### config.mk
export PLATFORM = sky130hd
export DESIGN_NAME = cfg_dma_engine
export DESIGN_NICKNAME = d
export VERILOG_FILES = /design/src/rtl/cfg_dma_pkg.sv /design/src/rtl/cfg_dma_regif.sv /design/src/rtl/cfg_dma_ctrl.sv /design/src/rtl/cfg_dma_datapath.sv /design/src/rtl/cfg_dma_engine.sv
export SDC_FILE = /design/constraint.sdc
export NUM_CORES = 1
export LEC_CHECK = 0
export BUFFER_PORTS_ARGS = -buffer_cell sky130_fd_sc_hd__buf_2
export CELL_PAD_IN_SITES_DETAIL_PLACEMENT = 0
export CELL_PAD_IN_SITES_GLOBAL_PLACEMENT = 1
export CORE_ASPECT_RATIO = 0.6
export CORE_UTILIZATION = 36
export CTS_CLUSTER_SIZE = 12
export DETAILED_ROUTE_END_ITERATION = 6
export GPL_ROUTABILITY_DRIVEN = 0
export PLACE_DENSITY_LB_ADDON = 0.1
export SLEW_MARGIN = 0
export SYNTH_ARGS = -nofsm -noshare
export SYNTH_HDL_FRONTEND = slang
export SYNTH_SLANG_ARGS = --single-unit
### constraint.sdc
create_clock -name clk -period 2.91 [get_ports clk]
set_clock_uncertainty 0.2 [all_clocks]
set_input_delay 0.1455 -clock clk [delete_from_list [all_inputs] [get_ports clk]]
set_output_delay 0.1455 -clock clk [all_outputs]
set_load 0.005 [all_outputs]
### src/rtl/cfg_dma_pkg.sv
package cfg_dma_pkg;
  localparam int ADDR_W = 64;
  localparam int LEN_W  = 32;
  localparam int KEY_W  = 16;
  localparam int CNT_W  = 4;
  localparam int DESC_BYTES = 16;
  localparam int STAT_BYTES = 4;

  // control word bit positions, fixed by the descriptor format
  localparam int BIT_ERR  = 0;
  localparam int BIT_READ = 1;
  localparam int BIT_SKIP = 2;
  localparam int BIT_SEL  = 3;

  typedef enum logic [2:0] {
    ST_IDLE, ST_FETCH, ST_DECIDE, ST_XFER, ST_WB
  } state_e;

  typedef struct packed {
    logic loadDesc;
    logic capDesc;
    logic clrCnt;
    logic incCnt;
    logic applySel;
    logic stepItem;
    logic stepFill;
    logic clrLen;
    logic setXferErr;
    logic setFetchErr;
    logic useTgt;
    logic useWb;
    logic hostSel;
    logic hostAdv;
  } dp_ctl_t;

  typedef struct packed {
    logic lenZero;
    logic inItem;
    logic modeRead;
    logic modeSkip;
    logic selReq;
    logic cntFetchLast;
    logic cntWbLast;
  } dp_stat_t;
endpackage

### src/rtl/cfg_dma_regif.sv
module cfg_dma_regif
  import cfg_dma_pkg::*;
#(
  parameter logic [63:0] SIG_WORD = 64'h4346_472D_444D_4121
) (
  input  logic              clk,
  input  logic              rstN,
  input  logic              regWrEn,
  input  logic [2:0]        regAddr,
  input  logic [3:0]        regSize,
  input  logic [63:0]       regWrData,
  input  logic              engineBusy,
  output logic [63:0]       regRdData,
  output logic              startPulse,
  output logic [ADDR_W-1:0] startAddr
);
  localparam int HALF_W = ADDR_W / 2;

  logic [HALF_W-1:0] addrHi;
  logic hiWr, loWr, fullWr, idleWr;
  logic sizeOk, rangeOk;
  logic [3:0] rdGap;
  logic [6:0] rdShift;
  logic [63:0] rdMask;

  assign idleWr = regWrEn && !engineBusy;
  assign hiWr   = idleWr && (regSize == 4'd4) && (regAddr == 3'd0);
  assign loWr   = idleWr && (regSize == 4'd4) && (regAddr == 3'd4);
  assign fullWr = idleWr && (regSize == 4'd8) && (regAddr == 3'd0);

  assign startPulse = loWr || fullWr;
  assign startAddr  = fullWr ? regWrData : {addrHi, regWrData[HALF_W-1:0]};

  always_ff @(posedge clk) begin
    if (!rstN) begin
      addrHi <= '0;
    end else if (startPulse) begin
      addrHi <= '0;
    end else if (hiWr) begin
      addrHi <= regWrData[HALF_W-1:0];
    end
  end

  always_comb begin
    sizeOk  = (regSize == 4'd1) || (regSize == 4'd2) ||
              (regSize == 4'd4) || (regSize == 4'd8);
    rangeOk = ({1'b0, regAddr} + regSize) <= 4'd8;
    rdGap   = 4'd8 - {1'b0, regAddr} - regSize;
    rdShift = {rdGap[2:0], 3'b000} | {rdGap[3], 6'b0};
    rdMask  = (regSize == 4'd8) ? '1 : ((64'h1 << {regSize[2:0], 3'b000}) - 64'h1);
    regRdData = (sizeOk && rangeOk) ? ((SIG_WORD >> rdShift) & rdMask) : '0;
  end
endmodule

### src/rtl/cfg_dma_ctrl.sv
module cfg_dma_ctrl
  import cfg_dma_pkg::*;
(
  input  logic     clk,
  input  logic     rstN,
  input  logic     startPulse,
  input  dp_stat_t stat,
  input  logic     memAck,
  input  logic     memErr,
  input  logic     hostSelEn,
  input  logic     hostRdEn,
  output dp_ctl_t  ctl,
  output logic     memReq,
  output logic     memWe,
  output logic     busy
);
  state_e state, stateNx;

  always_ff @(posedge clk) begin
    if (!rstN) state <= ST_IDLE;
    else       state <= stateNx;
  end

  assign busy = (state != ST_IDLE);

  always_comb begin
    ctl     = '0;
    memReq  = 1'b0;
    memWe   = 1'b0;
    stateNx = state;
    unique case (state)
      ST_IDLE: begin
        ctl.hostSel = hostSelEn;
        ctl.hostAdv = hostRdEn && !hostSelEn;
        if (startPulse) begin
          ctl.loadDesc = 1'b1;
          stateNx      = ST_FETCH;
        end
      end
      ST_FETCH: begin
        memReq = 1'b1;
        if (memAck) begin
          if (memErr) begin
            ctl.setFetchErr = 1'b1;
            ctl.clrCnt      = 1'b1;
            stateNx         = ST_WB;
          end else begin
            ctl.capDesc = 1'b1;
            ctl.incCnt  = 1'b1;
            if (stat.cntFetchLast) stateNx = ST_DECIDE;
          end
        end
      end
      ST_DECIDE: begin
        ctl.applySel = stat.selReq;
        ctl.clrCnt   = 1'b1;
        if (!stat.modeRead && !stat.modeSkip) begin
          ctl.clrLen = 1'b1;
          stateNx    = ST_WB;
        end else begin
          stateNx = ST_XFER;
        end
      end
      ST_XFER: begin
        ctl.useTgt = 1'b1;
        if (stat.lenZero) begin
          ctl.clrCnt = 1'b1;
          stateNx    = ST_WB;
        end else if (stat.modeRead) begin
          memReq = 1'b1;
          memWe  = 1'b1;
          if (memAck) begin
            if (memErr) begin
              ctl.setXferErr = 1'b1;
              ctl.clrCnt     = 1'b1;
              stateNx        = ST_WB;
            end else if (stat.inItem) begin
              ctl.stepItem = 1'b1;
            end else begin
              ctl.stepFill = 1'b1;
            end
          end
        end else if (stat.inItem) begin
          ctl.stepItem = 1'b1;
        end else begin
          ctl.clrLen = 1'b1;
        end
      end
      ST_WB: begin
        ctl.useWb = 1'b1;
        memReq    = 1'b1;
        memWe     = 1'b1;
        if (memAck) begin
          ctl.incCnt = 1'b1;
          if (stat.cntWbLast) stateNx = ST_IDLE;
        end
      end
      default: stateNx = ST_IDLE;
    endcase
  end
endmodule

### src/rtl/cfg_dma_datapath.sv
module cfg_dma_datapath
  import cfg_dma_pkg::*;
(
  input  logic              clk,
  input  logic              rstN,
  input  dp_ctl_t           ctl,
  input  logic [ADDR_W-1:0] startAddr,
  input  logic [7:0]        memRdData,
  input  logic              itemPresent,
  input  logic [LEN_W-1:0]  itemLen,
  input  logic [7:0]        itemByte,
  input  logic [KEY_W-1:0]  hostSelKey,
  output dp_stat_t          stat,
  output logic [KEY_W-1:0]  itemKey,
  output logic [LEN_W-1:0]  itemOffset,
  output logic [ADDR_W-1:0] memAddr,
  output logic [7:0]        memWrData,
  output logic [7:0]        hostRdByte
);
  logic [ADDR_W-1:0] descAddr, tgtAddr;
  logic [31:0]       ctrlWord, wbWord;
  logic [LEN_W-1:0]  lenReg, curOffset;
  logic [KEY_W-1:0]  curKey;
  logic [CNT_W-1:0]  cnt;
  logic              xferErr, fetchErr;
  logic              inItem;
  logic [7:0]        cursorByte;

  assign inItem     = itemPresent && (curOffset < itemLen);
  assign cursorByte = inItem ? itemByte : 8'h00;

  always_ff @(posedge clk) begin
    if (!rstN) begin
      descAddr  <= '0;
      tgtAddr   <= '0;
      ctrlWord  <= '0;
      lenReg    <= '0;
      curKey    <= '0;
      curOffset <= '0;
      cnt       <= '0;
      xferErr   <= 1'b0;
      fetchErr  <= 1'b0;
    end else begin
      if (ctl.loadDesc) begin
        descAddr <= startAddr;
        cnt      <= '0;
        xferErr  <= 1'b0;
        fetchErr <= 1'b0;
      end
      if (ctl.clrCnt) cnt <= '0;
      else if (ctl.incCnt) cnt <= cnt + 1'b1;
      if (ctl.capDesc) begin
        {ctrlWord, lenReg, tgtAddr} <= {ctrlWord[23:0], lenReg, tgtAddr, memRdData};
      end
      if (ctl.setXferErr)  xferErr  <= 1'b1;
      if (ctl.setFetchErr) fetchErr <= 1'b1;
      if (ctl.clrLen) lenReg <= '0;
      if (ctl.stepItem || ctl.stepFill) begin
        lenReg  <= lenReg - 1'b1;
        tgtAddr <= tgtAddr + 1'b1;
      end
      if (ctl.applySel) begin
        curKey    <= ctrlWord[31:16];
        curOffset <= '0;
      end else if (ctl.hostSel) begin
        curKey    <= hostSelKey;
        curOffset <= '0;
      end else if (ctl.stepItem || (ctl.hostAdv && inItem)) begin
        curOffset <= curOffset + 1'b1;
      end
    end
  end

  always_comb begin
    if (fetchErr)     wbWord = 32'h0000_0001;
    else if (xferErr) wbWord = ctrlWord | 32'h0000_0001;
    else              wbWord = 32'h0000_0000;
  end

  assign memAddr    = ctl.useTgt ? tgtAddr : (descAddr + ADDR_W'(cnt));
  assign memWrData  = ctl.useWb ? wbWord[8*(3-cnt[1:0]) +: 8] : cursorByte;
  assign hostRdByte = cursorByte;
  assign itemKey    = curKey;
  assign itemOffset = curOffset;

  assign stat.lenZero      = (lenReg == '0);
  assign stat.inItem       = inItem;
  assign stat.modeRead     = ctrlWord[BIT_READ];
  assign stat.modeSkip     = ctrlWord[BIT_SKIP];
  assign stat.selReq       = ctrlWord[BIT_SEL];
  assign stat.cntFetchLast = (cnt == CNT_W'(DESC_BYTES - 1));
  assign stat.cntWbLast    = (cnt == CNT_W'(STAT_BYTES - 1));
endmodule

### src/rtl/cfg_dma_engine.sv
module cfg_dma_engine
  import cfg_dma_pkg::*;
#(
  parameter logic [63:0] SIG_WORD = 64'h4346_472D_444D_4121,
  parameter bit          HAS_DMA  = 1'b1
) (
  input  logic              clk,
  input  logic              rstN,
  input  logic              regWrEn,
  input  logic [2:0]        regAddr,
  input  logic [3:0]        regSize,
  input  logic [63:0]       regWrData,
  output logic [63:0]       regRdData,
  output logic [31:0]       verWord,
  output logic              dmaActive,
  input  logic              hostSelEn,
  input  logic [KEY_W-1:0]  hostSelKey,
  input  logic              hostRdEn,
  output logic [7:0]        hostRdByte,
  output logic [KEY_W-1:0]  itemKey,
  output logic [LEN_W-1:0]  itemOffset,
  input  logic              itemPresent,
  input  logic [LEN_W-1:0]  itemLen,
  input  logic [7:0]        itemByte,
  output logic              memReq,
  output logic              memWe,
  output logic [ADDR_W-1:0] memAddr,
  output logic [7:0]        memWrData,
  input  logic              memAck,
  input  logic              memErr,
  input  logic [7:0]        memRdData
);
  logic              startPulse;
  logic [ADDR_W-1:0] startAddr;
  dp_ctl_t           ctl;
  dp_stat_t          stat;

  assign verWord = {30'b0, HAS_DMA, 1'b1};

  cfg_dma_regif #(.SIG_WORD(SIG_WORD)) regif_i (
    .clk(clk), .rstN(rstN), .regWrEn(regWrEn), .regAddr(regAddr),
    .regSize(regSize), .regWrData(regWrData), .engineBusy(dmaActive),
    .regRdData(regRdData), .startPulse(startPulse), .startAddr(startAddr)
  );

  cfg_dma_ctrl ctrl_i (
    .clk(clk), .rstN(rstN), .startPulse(startPulse), .stat(stat),
    .memAck(memAck), .memErr(memErr), .hostSelEn(hostSelEn),
    .hostRdEn(hostRdEn), .ctl(ctl), .memReq(memReq), .memWe(memWe),
    .busy(dmaActive)
  );

  cfg_dma_datapath dp_i (
    .clk(clk), .rstN(rstN), .ctl(ctl), .startAddr(startAddr),
    .memRdData(memRdData), .itemPresent(itemPresent), .itemLen(itemLen),
    .itemByte(itemByte), .hostSelKey(hostSelKey), .stat(stat),
    .itemKey(itemKey), .itemOffset(itemOffset), .memAddr(memAddr),
    .memWrData(memWrData), .hostRdByte(hostRdByte)
  );
endmodule

Yosys cells after proc, flatten, opt, wreduce, memory -nomap -nowiden
Cells that the tools add are included.
Cells by class
  $add $sub $neg: 10
  $mul: 0
  div/mod/pow operators: 0
  $lt $le $gt $ge: 2
  eq/ne operators: 19
  shift-type cells: 3
  muxes and demuxes: 65
  bitwise operators: 3
  reductions and logical operators: 36
Operator list (count)
  two-way mux 64 bit: 6
  two-way mux 32 bit: 5
  adder 64 x 1 -> 64 bit (second input constant): 1
  adder 64 x 4 -> 64 bit: 1
  bitwise AND 64 bit: 1
  left shift 1 x 6 -> 64 bit (first input constant): 1
  right shift 63 x 7 -> 64 bit (first input constant): 1
  subtractor 64 x 1 -> 64 bit (second input constant): 1
  two-way mux 3 bit: 12
  variable part select 32 x 33 -> 8 bit: 1
  adder 32 x 1 -> 32 bit (second input constant): 1
  zero test 32 bit: 1
  less-than comparator 32 bit: 1
  two-way mux 16 bit: 2
  subtractor 32 x 1 -> 32 bit (second input constant): 1
  two-way mux 1 bit: 25
  two-way mux 8 bit: 2
  one-hot mux 3 bit (5 select lines): 1
  two-way mux 4 bit: 3
  logical AND 1 bit: 11
  nonzero test 2 bit: 5
  inequality test 3 x 2 -> 1 bit (second input constant): 3
  == test 4 x 2 -> 1 bit (second input constant): 2
  == test 4 bit (second input constant): 2
  26 further kinds: 48
Word-level totals
  register bits after elaboration: 281
  bits in latches: 0
  bits in writable memories: 0
  bits in read-only memories: 0
  memories kept: 0

Longest topological paths before layout
Gate-level depths: netlist of run 1.
  depth in word-level cells: 10
  depth in mapped cells: 13
  mapped depth without buffers: 11

Modules after synthesis
A second synthesis of run 1 with hierarchy kept.
Second synthesis, totals
  cell total of the unflattened synthesis: 2372
  area, all modules: 18556.5 um2
By module, submodules not included
  cfg_dma_datapath: times used 1, cells each 1941, area each 14833.0 um2
  cfg_dma_regif: times used 1, cells each 340, area each 3071.7 um2
  cfg_dma_ctrl: times used 1, cells each 57, area each 404.1 um2
  cfg_dma_engine: times used 1, cells each 34, area each 247.7 um2

Worst setup path after synthesis of run 1
OpenSTA, ideal clock, no wires.
  path type: register to output
  start: register dp_i.cnt[1]
  end: output port memAddr[50]
  data arrival time: 2.878 ns
  setup slack: -0.313 ns
  cell stages (with the launch flop): 13
  path buffers: 2
  path through: dfxtp_1 clkbuf_1 inv_1 fa_1 nor2b_1 o21ai_0 a2111oi_1 buf_2 nand3_1 nor2_1 nand2_1 xor2_1 a21oi_1
Between the ends
  longest elaborated chain between the ends: 2
Ends and longest elaborated chain
  start, declared: RTL line cfg_dma_datapath.sv:24  | logic [CNT_W-1:0] cnt;
  start signal, assigned: RTL line cfg_dma_datapath.sv:51  | else if (ctl.incCnt) cnt <= cnt + 1'b1;
  adder 64 x 4 -> 64 bit: RTL line cfg_dma_datapath.sv:80  | assign memAddr = ctl.useTgt ? tgtAddr : (descAddr + ADDR_W'(cnt));
  two-way mux 64 bit: RTL line cfg_dma_datapath.sv:80
  end, declared: RTL line cfg_dma_engine.sv:27  | output logic [ADDR_W-1:0] memAddr,
Every way passes these cells.

Worst setup path in the final report of run 1
  start: register dp_i.descAddr[0]
  end: output port memAddr[62]
Between the ends
  longest elaborated chain between the ends: 2
Ends and longest elaborated chain
  start, declared: RTL line cfg_dma_datapath.sv:20  | logic [ADDR_W-1:0] descAddr, tgtAddr;
  start signal, assigned: RTL line cfg_dma_datapath.sv:45  | descAddr <= startAddr;
  adder 64 x 4 -> 64 bit: RTL line cfg_dma_datapath.sv:80
  two-way mux 64 bit: RTL line cfg_dma_datapath.sv:80
Every way passes these cells.

==> results of run 1 <==
-- metal layers --
layer,up-vias,routed length (um),global-route usage [%]
met5,-,29,0
met1,9810,36200,45.55
li1,9461,-,-
met2,922,30620,39.96
met4,6,1063,4.122
met3,82,7695,6.306
-- layout by cell type, fill, tap and decap left out, types with 48 or more instances in the layout --
cell type,count
nand2_1,335
buf_2,308
dfxtp_1,249
buf_4,242
nor2_1,224
a21oi_1,186
dlygate4sd3_1,92
inv_1,80
buf_6,76
nand4_1,60
a211oi_1,55
conb_1,55
mux2i_1,54
xor2_1,48
-- per-stage QoR --
step	utilization, %	total power (uW)	area (um2)	instances
final	54.98	13230	26310	3622
after floorplan	-	6590	17680	2384
after detailed placement	44.22	8392	21170	3387
after global routing	54.98	13870	26310	3622
after CTS	53.31	13030	25520	3614
after global placement	44.22	8349	21170	3387
-- worst max-delay path, stage by stage, from the launching register on --
cell and delay (ns):
dfxtp_2 0.35, ha_4 0.14, inv_2 0.03, fa_2 0.34, nor2b_2 0.14, o21ai_2 0.09, a2111oi_4 0.37, buf_6 0.19
buf_12 0.10, nand4_1 0.12, buf_6 0.19, nor2_4 0.12, xnor2_2 0.08, a21oi_2 0.15, buf_2 0.14
-- kinds of logic after synthesis --
kind of cell | synth area share [%]
flops | 32.20
mux | 4.061
simple gates | 25.97
fa+ha+maj | 4.183
buf+inv | 8.216
other cells | 0.04299
compound gates | 20.66
xor+xnor | 4.663
-- synthesized netlist by cell type, types with 8 or more instances --
cell type / n / area share, %
o211ai_1: 12 / 0.52
o31ai_1: 14 / 0.60
a211oi_1: 61 / 2.6
and4_1: 20 / 1.0
buf_1: 16 / 0.34
buf_4: 62 / 2.7
nor2_1: 238 / 5.1
nand2b_1: 9 / 0.32
nor4_1: 11 / 0.39
and3_1: 48 / 1.7
o21ai_0: 64 / 1.8
nand4_1: 60 / 2.1
a31oi_1: 32 / 1.1
o21a_1: 17 / 0.73
ha_1: 52 / 3.7
a221oi_1: 8 / 0.40
nor3_1: 48 / 1.4
xnor2_1: 38 / 1.9
and2_1: 15 / 0.54
dfxtp_1: 281 / 32
a22oi_1: 24 / 1.0
nand3_1: 60 / 1.7
xor2_1: 55 / 2.8
mux2i_1: 54 / 3.1
nand2_1: 355 / 7.6
or4_1: 14 / 0.60
inv_1: 92 / 2.0
buf_2: 28 / 0.80
o311ai_0: 23 / 1.2
nor2b_1: 16 / 0.57
or3_1: 27 / 0.97
o22ai_1: 14 / 0.50
a21oi_1: 234 / 6.7
clkbuf_1: 113 / 2.4
-- power breakdown --
group	internal, uW	switching (uW)	leakage (uW)	total [uW]
Combinational	2100	2910	0.00788	5010
Clock	2260	1760	0.000498	4020
Sequential	4030	165	0.00228	4190
-- worst max path at each step --
| stage | end | slack, ns |
|---|---|---|
| 6_report | memAddr[62] | -0.58 |
| 5_1_grt | memAddr[62] | -0.69 |
| 4_1_cts | memAddr[62] | -0.55 |
| 3_5_place_dp | dp_i.lenReg[5]$_SDFFE_PN0P_ | -0.33 |
| 3_3_place_gp | dp_i.lenReg[0]$_SDFFE_PN0P_ | -0.41 |
| 2_1_floorplan | memAddr[50] | 0.02 |
-- sequential cells by signal (all words and copies together) (netlist names) --
| name | cells |
|---|---|
| dp_i.itemKey | 16 |
| dp_i.tgtAddr | 64 |
| dp_i.cnt | 4 |
| dp_i.lenReg | 32 |
| dp_i.xferErr | 1 |
| regif_i.addrHi | 32 |
| dp_i.itemOffset | 32 |
| dp_i.descAddr | 64 |
| ctrl_i.state | 3 |
| dp_i.fetchErr | 1 |
| dp_i.ctrlWord | 32 |
-- final cells by class --
class / instances / area (um2)
clock buffer: 50 / 967.2
clock inverter: 4 / 38.79
timing repair buffer: 762 / 6008
sequential: 281 / 5668
multi-input combinational: 1792 / 12480
tap: 640 / 800.8
fill: 4552 / 21550
antenna: 1 / 2.502
inverter: 92 / 350.3
-- what timing repair did --
action / in CTS / in global routing
endpoints found under the setup margin: 227 / 237
pin swaps: 271 / 144
setup buffers: 78 / 24
resized for setup: 375 / 178
cloned: 13 / 1
hold endpoints to repair: 154 / 0
hold buffers: 92 / 0
==> results.cfg, run 1 <==
[outcome]
outcome = complete, but fails checks
violations = negative setup slack

[yosys]
synth_cell_types = 81
synth-seq-cells = 281
synth_seq_area_share_pct = 32.20
synth-edff-count = 0
netlist_area_um2 = 17470
synthFlopType = dfxtp_1
ys.warnings.count = 0
syn_inst = 2331
ys_async_sr_fraction_pct = 0
avgSynthCellArea_um2 = 7.494

[timing]
tns_ns = -46.07
tightest_slew_ns = 0.8055
period_minus_slack_ns = 3.487
maxClockFrequency_mhz = 286.8
maxSlewViolCount = 0
whs_ns = 0.004106
slew_headroom_pct = 46.30
period_share_pct = 119.8
fin_ws_ns = -0.5773
rsz0062_at_grt = true
finalSetupViolCount = 193
finalHoldViolCount = 0

[die]
row_count = 62
die_area_um2 = 49440
initial_core_util_pct = 36.50
fp.dieH_um = 172.6
pin_count = 370
core_region_area_um2 = 47860
die_w_um = 286.4

[finish]
drive_gt1_share_pct = 35.49
syn2layout_area_growth_pct = 50.64
nNetsFinal = 3159

[hold_path]
holdPathStages = 5
holdPathEnd = dp_i.descAddr[12]$_SDFFE_PN0P_
hold_class = in -> reg
hold_path_startpoint = regAddr[1]

[critical_path]
crit_path_start = dp_i.descAddr[0]$_SDFFE_PN0P_
rr_endpoint = dp_i.tgtAddr[59]$_SDFFE_PN0P_
reg2reg_depth = 15
worst-path-max-fanout = 5
critPathLaunchType = flip-flop
criticalPathCategory = reg -> out
timing.rr.start = dp_i.itemOffset[15]$_SDFFE_PP0P_
arrival_ns = 3.14
rrSetupSlack_ns = -0.38
cp.required_ns = 2.56
endpoint_kind = output pin

[run]
maxCapViolations = 0

[global_routing]
grt_usage_pct = 28.90
overflow = 0
grt_pass1_vias = 18881
grt_max_degree = 129
antenna_found_initial = 4
grt_pass1_wl_um = 112600

[drt]
wirelength_um = 75610
routed_via_density = 5.599
drt_first_pass_iters = 6
drtIter0Drc = 1893
num_vias = 20281
antenna_left = 0
wl_per_cell_um = 20.87
drc = 0

[power]
power_density_nw_per_um2 = 502.8
leakagePower_uw = 0.01067
peakVddDrop_mv = 0.4920

[clock_tree]
insertion_delay_ns = 0.60
path_clk_slew_ns = 0.06
numCtsBuffers = 31
cts_max_level = 1
cts_sinks = 281
clock_path_buffers = 3
cts_tree = built
cts-root-buf = clkbuf_16

[placed_design]
numPortBuffers = 314
dp.final_hpwl_um = 52000
pre_cts_slack_ns = -0.3297
(Power assumes the default switching activity.)
==> run 2, diff against run 1 <==
--- a/config.mk
+++ b/config.mk
@@ -8,7 +8,7 @@
 export BUFFER_PORTS_ARGS = -buffer_cell sky130_fd_sc_hd__buf_2
 export CELL_PAD_IN_SITES_DETAIL_PLACEMENT = 0
 export CELL_PAD_IN_SITES_GLOBAL_PLACEMENT = 1
-export CORE_ASPECT_RATIO = 0.6
+export CORE_ASPECT_RATIO = 1.5
 export CORE_UTILIZATION = 36
 export CTS_CLUSTER_SIZE = 12
 export DETAILED_ROUTE_END_ITERATION = 6
==> results.cfg, run 2 (synthesis results as in run 1) <==
[outcome]
outcome = complete, but fails checks
violations = design-rule violations, negative setup slack

[timing]
tightest_slew_ns = 0.8014
finalHoldViolCount = 0
maxSlewViolCount = 0
fin_ws_ns = -0.5506
maxClockFrequency_mhz = 289.0
period_minus_slack_ns = 3.461
finalSetupViolCount = 161
whs_ns = 0.01121
slew_headroom_pct = 46.34
rsz0062_at_grt = true
period_share_pct = 118.9

[drt]
antenna_left = 0
routed_via_density = 5.459
drtIter0Drc = 888
num_vias = 19483
drt_first_pass_iters = 7
wirelength_um = 70220
wl_per_cell_um = 19.67
drc = 6

[finish]
syn2layout_area_growth_pct = 49.66
nNetsFinal = 3144
fin_util_pct = 54.67
fin_cells = 3569
reg_top3 = dp_i.descAddr x64, dp_i.tgtAddr x64
drive_gt1_share_pct = 33.93
final_common_cell = nand2_1
final_cell_mix = 337 x nand2_1, 308 x buf_2, 262 x dfxtp_1, 243 x buf_4, 222 x nor2_1

[clock_tree]
clock_path_buffers = 3
cts_tree = built
cts_max_level = 1
path_clk_slew_ns = 0.06
cts_sinks = 281
cts-root-buf = clkbuf_16
insertion_delay_ns = 0.60
numCtsBuffers = 31

[critical_path]
critPathMaxStageDelay_ns = 0.35
cp.required_ns = 2.56
arrival_ns = 3.12
worst-path-max-fanout = 5
criticalPathCategory = reg -> out
critPathLaunchType = flip-flop
cp_cell_sequence = ha_4 -> inv_2 -> fa_2 -> nor2b_2 -> o21ai_2 -> a2111oi_4 -> buf_6 -> nand4_1 -> or2_4 -> xor2_2 -> a21oi_2 -> buf_2
endpoint_kind = output pin
slowest_stage = dfxtp_2

[global_routing]
grt_usage_pct = 27.01
overflow = 0
grt_max_degree = 129
grt_pass1_vias = 19062
antenna_found_initial = 1
grt_pass1_wl_um = 105800

[power]
seqPwrFrac_pct = 31.3
net-switching-power_uw = 4821
power_switching_share_pct = 36.29
peakVddDrop_mv = 0.5999
power_density_nw_per_um2 = 508.2
leakagePower_uw = 0.01067
combPwrFrac_pct = 38.2
internal_power_uw = 8464
power_frac_clock_pct = 30.4

[placed_design]
numPortBuffers = 314
dp.final_hpwl_um = 48670
dp.cells = 3331

[hold_path]
hold_class = in -> reg

[die]
die_area_um2 = 49430
initial_core_util_pct = 36.53
pin_count = 370
core_region_area_um2 = 47820
die_w_um = 181.9
fp.dieH_um = 271.8
row_count = 98

[run]
maxCapViolations = 0
-- run 2: metrics by stage --
step                setup WS (ns)  instance area (um2)  total power, uW  setup TNS [ns]
global placement          -0.3166                20990             8396          -14.14
global route              -0.6670                26140            13900          -55.00
detailed placement        -0.3580                20990             8410          -17.12
floorplan                 0.02045                17680             6590               0
CTS                       -0.6353                24940            13010          -36.17
finish                    -0.5506                26140            13290          -29.18
-- run 2: critical path: cells and delay by family (launching register included) --
kind / cells / cell delay [ns]
AOI/OAI and AO/OA: 3 / 0.61
xor gates and xnor gates: 1 / 0.15
adders and majority gates: 2 / 0.50
buffers and inverters: 3 / 0.37
DFF: 1 / 0.35
and+or+nand+nor: 3 / 0.54
-- run 2: cell type report --
| class | count | area, um2 |
|---|---|---|
| fillers | 4552 | 21680 |
| inverters | 92 | 350.3 |
| clock inverters | 11 | 138.9 |
| clock buffers | 45 | 868.3 |
| diodes | 1 | 2.502 |
| well taps | 600 | 750.7 |
| multi-input cells | 1793 | 12570 |
| repair buffers | 746 | 5809 |
| flip-flops and latches | 281 | 5652 |
-- run 2: per-layer routing --
metal	vias up	GRT usage, %	wire length, um
li1	9397	-	-
met1	9330	29.67	26450
met2	583	51.87	37530
met3	173	2.254	2772
met4	0	12.52	3466
met5	-	0	0
-- run 2: repair_timing --
item | 4_1_cts | 5_1_grt
resized for setup | 298 | 214
setup endpoints to repair | 181 | 241
buffers inserted | 42 | 38
cloned | 14 | 5
pin swaps | 201 | 162
hold buffers | 98 | 0
endpoints found under the hold margin | 183 | 0
-- run 2: path summary, 6_finish.rpt --
path,from,end,slack (ns),depth (start not counted)
min reg2reg,regif_i.addrHi[19]$_SDFFE_PP0P_,regif_i.addrHi[19]$_SDFFE_PP0P_,0.25,2
min,regSize[3],regif_i.addrHi[6]$_SDFFE_PP0P_,0.01,5
max reg2reg,dp_i.itemOffset[1]$_SDFFE_PP0P_,dp_i.tgtAddr[12]$_SDFFE_PN0P_,-0.25,11
max,dp_i.descAddr[0]$_SDFFE_PN0P_,memAddr[34],-0.55,12
-- run 2: power by group through the flow --
stage | Combinational, uW | Clock (uW) | Sequential (uW)
final | 5080 | 4040 | 4160
after global routing | 5430 | 4290 | 4180
after CTS | 4720 | 4130 | 4160
after detailed placement | 4170 | 0 | 4240
after global placement | 4160 | 0 | 4240
after floorplan | 2330 | 0 | 4260
